==> src/rtl/dcs_pkg.sv <==
package dcs_pkg;
   timeunit 1ns;
   timeprecision 100ps;

   typedef enum logic [2:0] {
      GRP_NONE, GRP0, GRP1, GRP2, GRP3, GRP4, GRP5, GRP6
   } grp_e;

   // parameter slots; within one group the index order is the arrival order
   localparam int NSLOT  = 12;
   localparam int SLOT_W = 4;
   localparam logic [SLOT_W-1:0] S_A_LO  = 4'd0;
   localparam logic [SLOT_W-1:0] S_A_HI  = 4'd1;
   localparam logic [SLOT_W-1:0] S_L_LO  = 4'd2;
   localparam logic [SLOT_W-1:0] S_L_HI  = 4'd3;
   localparam logic [SLOT_W-1:0] S_TIM_A = 4'd4;
   localparam logic [SLOT_W-1:0] S_TIM_B = 4'd5;
   localparam logic [SLOT_W-1:0] S_PRESC = 4'd6;
   localparam logic [SLOT_W-1:0] S_B_LO  = 4'd7;
   localparam logic [SLOT_W-1:0] S_B_HI  = 4'd8;
   localparam logic [SLOT_W-1:0] S_RMASK = 4'd9;
   localparam logic [SLOT_W-1:0] S_G3_A  = 4'd10;
   localparam logic [SLOT_W-1:0] S_G3_B  = 4'd11;

   typedef struct packed {
      logic rst_all;
      logic rst_ta;
      logic rst_tb;
      logic load;
      logic resume;
      logic en;
      logic dis;
      logic rd_stat;
      logic re_stat;
      logic rd_seq;
   } puls_t;

   typedef struct packed {
      puls_t p;
      logic  mask_nxt;
   } cmd_t;
endpackage

==> src/rtl/dcs_base_decode.sv <==
module dcs_base_decode
   import dcs_pkg::*;
#(
   parameter int DATA_W = 8
) (
   input  logic [DATA_W-1:0] base,
   output grp_e              grp
);
   timeunit 1ns;
   timeprecision 100ps;

   always_comb begin
      grp = GRP_NONE;
      if (!base[7]) begin
         if (base[1:0] != 2'b00) grp = GRP0;
         else if (base[2])       grp = GRP1;
         else                    grp = GRP2;
      end else begin
         case (base[1:0])
            2'b00: grp = GRP3;
            2'b01: grp = GRP4;
            2'b11: grp = GRP6;
            default: if (!base[6] && base[2:0] == 3'b010) grp = GRP5;
         endcase
      end
   end
endmodule

==> src/rtl/dcs_cmd_decode.sv <==
module dcs_cmd_decode
   import dcs_pkg::*;
#(
   parameter int DATA_W = 8
) (
   input  logic              valid,
   input  logic [DATA_W-1:0] code,
   output cmd_t              cmd
);
   timeunit 1ns;
   timeprecision 100ps;

   always_comb begin
      cmd = '0;
      if (valid) begin
         case (code[7:0])
            8'hC3: cmd.p.rst_all = 1'b1;
            8'hC7: cmd.p.rst_ta  = 1'b1;
            8'hCB: cmd.p.rst_tb  = 1'b1;
            8'hCF: cmd.p.load    = 1'b1;
            8'hD3: cmd.p.resume  = 1'b1;
            8'h87: cmd.p.en      = 1'b1;
            8'h83: cmd.p.dis     = 1'b1;
            8'hBF: cmd.p.rd_stat = 1'b1;
            8'h8B: cmd.p.re_stat = 1'b1;
            8'hA7: cmd.p.rd_seq  = 1'b1;
            8'hBB: cmd.mask_nxt  = 1'b1;
            default: ;
         endcase
      end
   end
endmodule

==> src/rtl/dcs_slot_pick.sv <==
module dcs_slot_pick #(
   parameter int N  = 12,
   parameter int IW = 4
) (
   input  logic [N-1:0]  pend,
   output logic [IW-1:0] idx,
   output logic          any
);
   timeunit 1ns;
   timeprecision 100ps;

   // lowest pending slot wins
   always_comb begin
      idx = '0;
      for (int i = N - 1; i >= 0; i--)
         if (pend[i]) idx = IW'(i);
   end
   assign any = |pend;
endmodule

==> src/rtl/dma_cmd_seq.sv <==
module dma_cmd_seq
   import dcs_pkg::*;
#(
   parameter int DATA_W  = 8,
   parameter int MASK_W  = 7,
   parameter int PRESC_W = 8
) (
   input  logic                clk,
   input  logic                rst_n,
   input  logic                wr_en,
   input  logic [DATA_W-1:0]   wr_data,
   output logic                dir_a_to_b,
   output logic [2*DATA_W-1:0] porta_addr,
   output logic [2*DATA_W-1:0] block_len,
   output logic                porta_io,
   output logic [1:0]          porta_step,
   output logic [1:0]          porta_cycles,
   output logic                portb_io,
   output logic [1:0]          portb_step,
   output logic [1:0]          portb_cycles,
   output logic [2*DATA_W-1:0] portb_addr,
   output logic [PRESC_W-1:0]  prescale,
   output logic                burst_mode,
   output logic                auto_restart,
   output logic                ce_wait_mux,
   output logic [MASK_W-1:0]   read_mask,
   output logic                cmd_reset,
   output logic                cmd_reset_ta,
   output logic                cmd_reset_tb,
   output logic                cmd_load,
   output logic                cmd_continue,
   output logic                cmd_enable,
   output logic                cmd_disable,
   output logic                cmd_rd_status,
   output logic                cmd_reinit_status,
   output logic                cmd_rd_seq
);
   timeunit 1ns;
   timeprecision 100ps;

   localparam int AW = 2 * DATA_W;
   localparam logic [NSLOT-1:0] SLOT_ONE = {{(NSLOT-1){1'b0}}, 1'b1};
   localparam logic [MASK_W-1:0] MASK_RST = {MASK_W{1'b1}};

   // elaboration-time parameter checks
   generate
      if (DATA_W != 8) begin : g_bad_data
         $error("dma_cmd_seq: bit patterns require DATA_W == 8");
      end
      if (MASK_W < 1 || MASK_W >= DATA_W) begin : g_bad_mask
         $error("dma_cmd_seq: MASK_W must lie in 1..DATA_W-1");
      end
      if (PRESC_W < 1 || PRESC_W > DATA_W) begin : g_bad_presc
         $error("dma_cmd_seq: PRESC_W must lie in 1..DATA_W");
      end
   endgenerate

   logic [NSLOT-1:0]  pend_q, new_pend;
   logic [SLOT_W-1:0] slot_idx;
   logic              pend_any;
   grp_e              grp;
   cmd_t              cmd;
   puls_t             puls_q;

   dcs_slot_pick #(.N(NSLOT), .IW(SLOT_W)) u_pick (
      .pend(pend_q), .idx(slot_idx), .any(pend_any)
   );

   dcs_base_decode #(.DATA_W(DATA_W)) u_base (
      .base(wr_data), .grp(grp)
   );

   dcs_cmd_decode #(.DATA_W(DATA_W)) u_cmd (
      .valid(wr_en && !pend_any && grp == GRP6), .code(wr_data), .cmd(cmd)
   );

   // parameter slots armed by a base byte
   always_comb begin
      new_pend = '0;
      case (grp)
         GRP0: begin
            new_pend[S_A_LO] = wr_data[3];
            new_pend[S_A_HI] = wr_data[4];
            new_pend[S_L_LO] = wr_data[5];
            new_pend[S_L_HI] = wr_data[6];
         end
         GRP1: new_pend[S_TIM_A] = wr_data[6];
         GRP2: new_pend[S_TIM_B] = wr_data[6];
         GRP3: begin
            new_pend[S_G3_A] = wr_data[3];
            new_pend[S_G3_B] = wr_data[4];
         end
         GRP4: begin
            new_pend[S_B_LO] = wr_data[2];
            new_pend[S_B_HI] = wr_data[3];
         end
         GRP6: new_pend[S_RMASK] = cmd.mask_nxt;
         default: ;
      endcase
   end

   always_ff @(posedge clk) begin
      if (!rst_n) begin
         pend_q       <= '0;
         puls_q       <= '0;
         dir_a_to_b   <= 1'b0;
         porta_addr   <= '0;
         block_len    <= '0;
         porta_io     <= 1'b0;
         porta_step   <= '0;
         porta_cycles <= '0;
         portb_io     <= 1'b0;
         portb_step   <= '0;
         portb_cycles <= '0;
         portb_addr   <= '0;
         prescale     <= '0;
         burst_mode   <= 1'b0;
         auto_restart <= 1'b0;
         ce_wait_mux  <= 1'b0;
         read_mask    <= MASK_RST;
      end else begin
         puls_q <= '0;
         if (wr_en) begin
            if (pend_any) begin
               pend_q <= (pend_q & ~(SLOT_ONE << slot_idx)) |
                         ((slot_idx == S_TIM_B && wr_data[5]) ? (SLOT_ONE << S_PRESC) : '0);
               case (slot_idx)
                  S_A_LO:  porta_addr[DATA_W-1:0]  <= wr_data;
                  S_A_HI:  porta_addr[AW-1:DATA_W] <= wr_data;
                  S_L_LO:  block_len[DATA_W-1:0]   <= wr_data;
                  S_L_HI:  block_len[AW-1:DATA_W]  <= wr_data;
                  S_TIM_A: porta_cycles <= wr_data[1:0];
                  S_TIM_B: portb_cycles <= wr_data[1:0];
                  S_PRESC: prescale     <= wr_data[PRESC_W-1:0];
                  S_B_LO:  portb_addr[DATA_W-1:0]  <= wr_data;
                  S_B_HI:  portb_addr[AW-1:DATA_W] <= wr_data;
                  S_RMASK: read_mask    <= wr_data[MASK_W-1:0];
                  default: ; // group 3 mask/match bytes are accepted and dropped
               endcase
            end else begin
               pend_q <= new_pend;
               case (grp)
                  GRP0: dir_a_to_b <= wr_data[2];
                  GRP1: begin
                     porta_io   <= wr_data[3];
                     porta_step <= wr_data[5:4];
                  end
                  GRP2: begin
                     portb_io   <= wr_data[3];
                     portb_step <= wr_data[5:4];
                  end
                  GRP3: puls_q.en <= wr_data[6];
                  GRP4: burst_mode <= (wr_data[6:5] == 2'b10);
                  GRP5: begin
                     auto_restart <= wr_data[5];
                     ce_wait_mux  <= wr_data[4];
                  end
                  GRP6: begin
                     puls_q <= cmd.p;
                     if (cmd.p.rst_all) begin
                        porta_cycles <= '0;
                        portb_cycles <= '0;
                        prescale     <= '0;
                     end
                     if (cmd.p.rst_ta) porta_cycles <= '0;
                     if (cmd.p.rst_tb) begin
                        portb_cycles <= '0;
                        prescale     <= '0;
                     end
                  end
                  default: ;
               endcase
            end
         end
      end
   end

   assign cmd_reset         = puls_q.rst_all;
   assign cmd_reset_ta      = puls_q.rst_ta;
   assign cmd_reset_tb      = puls_q.rst_tb;
   assign cmd_load          = puls_q.load;
   assign cmd_continue      = puls_q.resume;
   assign cmd_enable        = puls_q.en;
   assign cmd_disable       = puls_q.dis;
   assign cmd_rd_status     = puls_q.rd_stat;
   assign cmd_reinit_status = puls_q.re_stat;
   assign cmd_rd_seq        = puls_q.rd_seq;


   pulse_onehot_chk: assert property (@(posedge clk) disable iff (!rst_n)
      $onehot0({cmd_reset, cmd_reset_ta, cmd_reset_tb, cmd_load, cmd_continue,
                cmd_enable, cmd_disable, cmd_rd_status, cmd_reinit_status, cmd_rd_seq}));


   pulse_after_write_chk: assert property (@(posedge clk) disable iff (!rst_n)
      (cmd_load || cmd_continue || cmd_enable || cmd_disable || cmd_reset) |-> $past(wr_en));


   rmask_hold_chk: assert property (@(posedge clk) disable iff (!rst_n)
      !$past(wr_en) |-> $stable(read_mask));


   presc_hold_chk: assert property (@(posedge clk) disable iff (!rst_n)
      !$past(wr_en) |-> $stable(prescale));


   reset_cmd_idle_chk: assert property (@(posedge clk) disable iff (!rst_n)
      cmd_reset |-> (pend_q == '0));
endmodule

==> config.mk <==
export PLATFORM = sky130hd
export DESIGN_NAME = dma_cmd_seq
export DESIGN_NICKNAME = d
export VERILOG_FILES = /design/src/rtl/dcs_pkg.sv /design/src/rtl/dcs_base_decode.sv /design/src/rtl/dcs_cmd_decode.sv /design/src/rtl/dcs_slot_pick.sv /design/src/rtl/dma_cmd_seq.sv
export SDC_FILE = /design/constraint.sdc
export NUM_CORES = 1
export LEC_CHECK = 0
export ABC_AREA = 1
export CORE_ASPECT_RATIO = 0.7
export CORE_MARGIN = 5
export CORE_UTILIZATION = 54
export CTS_CLUSTER_SIZE = 40
export DETAILED_ROUTE_END_ITERATION = 8
export MAX_ROUTING_LAYER = met4
export PLACE_DENSITY = 0.85
export SETUP_SLACK_MARGIN = 0.15
export SYNTH_ARGS = -nofsm -noshare
export SYNTH_HDL_FRONTEND = slang
export SYNTH_HIERARCHICAL = 1
export SYNTH_SLANG_ARGS = --single-unit
==> constraint.sdc <==
create_clock -name clk -period 6 [get_ports clk]
set_input_delay 1.2 -clock clk [delete_from_list [all_inputs] [get_ports clk]]
set_output_delay 1.2 -clock clk [all_outputs]
set_load 0.01 [all_outputs]
==> key figures <==
Timing
  – Unrepaired setup endpoints after global routing: false
  – Setup-failing EPs final: 0
  – Layout Skew: between 0.007 and 0.008 ns
  – Fin crit share: between 60% and 70%
  – Highest clock rate: ~0.25 GHz
  – Worst rel slew slack: about half
  – Worst Max-Slew Pin Slew: 0.763 ns
  – Slew Limit Fails: 0
  – Final min period: a little under 4 ns
  – Fin Setup TNS: 0 ns
  – Min Hold Slack: 0.445 ns
  – Final setup margin: 2.02 ns
  – Hold Vio Cnt, Final: 0

Clock tree
  – Clk_lat worst skew: 0.34 ns
  – Htree depth: 3
  – Cts repair resizes: 0
  – Cts hold-fix bufs: 0
  – Clock buffer depth: 2
  – CTS sink cnt: just under 100
  – Clock Pin Slew Worst Setup and Hold Paths: 0.07 ns
  – TritonCTS clock tree: done
  – Num CTS Buffers: 9
  – Root buffer cell: clkbuf_16
  – Setup Buffers After CTS: 0

Logic synthesis
  – Post-synth EDFFs: 0
  – Share of the synthesized area in the top cell type: 46.3%
  – Ys async rst share: 0%
  – Top cells by area, synth: dfxtp_1 46%, a21oi_1 8.3%, inv_1 8.1%
  – Synth Net Count: 609
  – Cell variety after synth: 29
  – Syn Area/Cell: 7.16 um2
  – Synth Instances: around 600
  – Mapped Area: 4280 um2
  – Post-synthesis sequential area ratio: 46.3%
  – Ys Warns: 6
  – Register bit total from synthesis: 99
  – Most used DFF post-synth: dfxtp_1
  – Post-synth top area cell: dfxtp_1

Power
  – Final Total Pwr: between 1000 and 1500 uW
  – Power Density: 262 nW/um2
  – Peak VDD IR: 162 uV
  – Pleak: 0.00211 uW

Worst setup path
  – CP Capture Type: flop
  – Req. time, crit path: ~6.3 ns
  – Worst Setup Start Kind: input port
  – Crit-path max cell delay: 0.81 ns
  – Critical Path Stages: 17
  – Bufs and invs on worst path: 3
  – WP data arrival: roughly 4.3 ns
  – Worst-path maximum fanout: 16
  – Crit path top cell by count: nand2_1
  – Worst R2R Path Depth: 16
  – Critical path class: input port to flop
  – CP top delay family: simple AND/OR/NAND/NOR gates
  – Slowest-stage cell, CP: clkdlybuf4s50_1
  – CP Cell Sequence: clkdlybuf4s50_1, inv_1, nand2_1, a21oi_1, nor2_1, nand3_1, nor2_2, nand3_1, nor2_1, nor2_1, nand2_1, nand2_1, inv_2, nand2_1, nand2_1, nand2_1, nor2_1

Cells and area
  – Final #Nets: 691
  – Cell area after layout: 5530 um2
  – P&R area growth vs syn: 29.2%
  – ANT cells: 0
  – Share of layout cells above drive strength 1: under 10%

Hold path
  – Hold crit path type: flop to flop
  – Hold Path Stages: 2

Placed design
  – Pre-CTS WS: roughly 1.8 ns
  – Placed cell area: 5240 um2
  – Number of port buffers: 97
  – GP Congestion: between 0.8 and 0.9
  – Final HPWL DP: between 8000 and 9000 um

Drt
  – Avg WL per Cell: ~15 um
  – Iter 0 DRT Violations: 371
  – Vias/cell: 5.36
  – Antenna Nets Post-Route: 0
  – Final wirelength: approximately 12000 um
  – DRC violations left: 0
  – First-pass DRT Iterations: 5
  – Via count: 4211

Die
  – Initial Util: between 50% and 60%
  – Ports: 98
  – Core ar.: 7800 um2
  – DIE HEIGHT: 84.5 um
  – Die area: 9840 um2
  – Row count: 27
  – Chip width: roughly 120 um

Global routing
  – First-pass GRT wire length: between 15000 and 20000 um
  – GRT Residual Overflow: 0
  – Overall global routing resource usage: between 20% and 30%
  – Vias in the first global route: 3887
  – Largest net degree at the start of global routing: 73
  – Initial antenna violation count: 0

Run
  – Max Cap Violations: 0

Status
  – Status: completed
Yosys cell counts (5+ instances only):
cell / number
inv_1: 92
o21ai_0: 43
nand3_1: 55
inv_2: 8
nand2_2: 5
nor2_1: 64
nand3_2: 5
o21ai_1: 8
buf_2: 8
nand2_1: 91
clkbuf_1: 15
dfxtp_1: 99
a21oi_1: 71
o211ai_1: 8
cell families after synthesis:
family                 after synthesis  share of synthesized area [%]
AO/OA/AOI/OAI                      135                           16.6
buffers and inverters              128                           12.1
flip-flops                          99                           46.3
AND/OR/NAND/NOR                    236                           25.1
flip-flops by register name, indices dropped and copies added (netlist names), 2 cells and up:
signal / count
porta_addr: 16
porta_step: 2
pend_q: 12
portb_step: 2
prescale: 8
portb_cycles: 2
read_mask: 7
porta_cycles: 2
block_len: 16
portb_addr: 16
area by class of cell:
| type | count | area [um2] |
|---|---|---|
| fillers | 643 | 2270 |
| flip-flops and latches | 99 | 1980 |
| multi-input cells | 371 | 1780 |
| repair buffers | 98 | 973 |
| inverters | 101 | 379 |
| clock buffers | 10 | 239 |
| well taps | 101 | 126 |
| clock inverters | 6 | 48.8 |
through the flow:
step                std cells  util (%)
global placement          770      67.2
CTS                       786      70.9
finish                    786      70.9
global route              786      70.9
detailed placement        770      67.2
floorplan                 598         -
tightest hold or removal path, delay by kind of cell (launching register included):
family,cells,cell delay (ns)
compound gates,1,0.05
buf+inv,1,0.04
flops,1,0.31
path summary, 6_finish.rpt:
check | to | from | slack, ns
setup / recovery | portb_cycles[0] | wr_data[0] | 2.02
hold / removal | portb_addr[11] | portb_addr[11] | 0.45
setup reg to reg | portb_cycles[0] | pend_q[10] | 2.31
hold reg to reg | portb_addr[11] | portb_addr[11] | 0.45
report_power, final:
group / total (uW) / switching [uW] / internal, uW
clock network: 557 / 260 / 297
registers: 687 / 11.3 / 676
logic: 205 / 137 / 68.4
per-layer routing:
metal / part of all wire (%) / up-vias / wire length (um) / track usage, %
li1: - / 2060 / - / -
met4: 1.5 / 0 / 182 / 7.59
met5: 0 / - / 0 / -
met2: 47 / 200 / 5580 / 38.8
met3: 8.6 / 19 / 1010 / 5.76
met1: 43 / 1932 / 5050 / 32.4
layout by cell type (no fill, tap or decap):
cell | netlist | layout
a21oi_1 | 71 | 71
a21oi_2 | 1 | 1
a31oi_1 | 1 | 1
buf_2 | 8 | 1
buf_4 | 1 | 1
clkbuf_16 | 0 | 9
clkbuf_8 | 0 | 1
clkdlybuf4s50_1 | 0 | 96
clkinv_1 | 1 | 1
clkinv_2 | 0 | 1
clkinv_4 | 0 | 1
clkinvlp_4 | 0 | 2
dfxtp_1 | 99 | 99
inv_1 | 92 | 92
inv_2 | 8 | 8
inv_6 | 0 | 1
inv_8 | 0 | 1
nand2_1 | 91 | 91
nand2_2 | 5 | 5
nand3_1 | 55 | 55
nand3_2 | 5 | 5
nand4_1 | 1 | 1
nand4_2 | 1 | 1
nor2_1 | 64 | 64
nor2_2 | 3 | 3
nor2_4 | 3 | 3
nor3_1 | 2 | 2
nor3_2 | 4 | 4
o211ai_1 | 8 | 8
o21a_1 | 1 | 1
o21ai_0 | 43 | 43
o21ai_1 | 8 | 8
o21ai_2 | 1 | 1
o21bai_1 | 1 | 1
or2_1 | 2 | 2
Power figures use the tool's default switching activity.
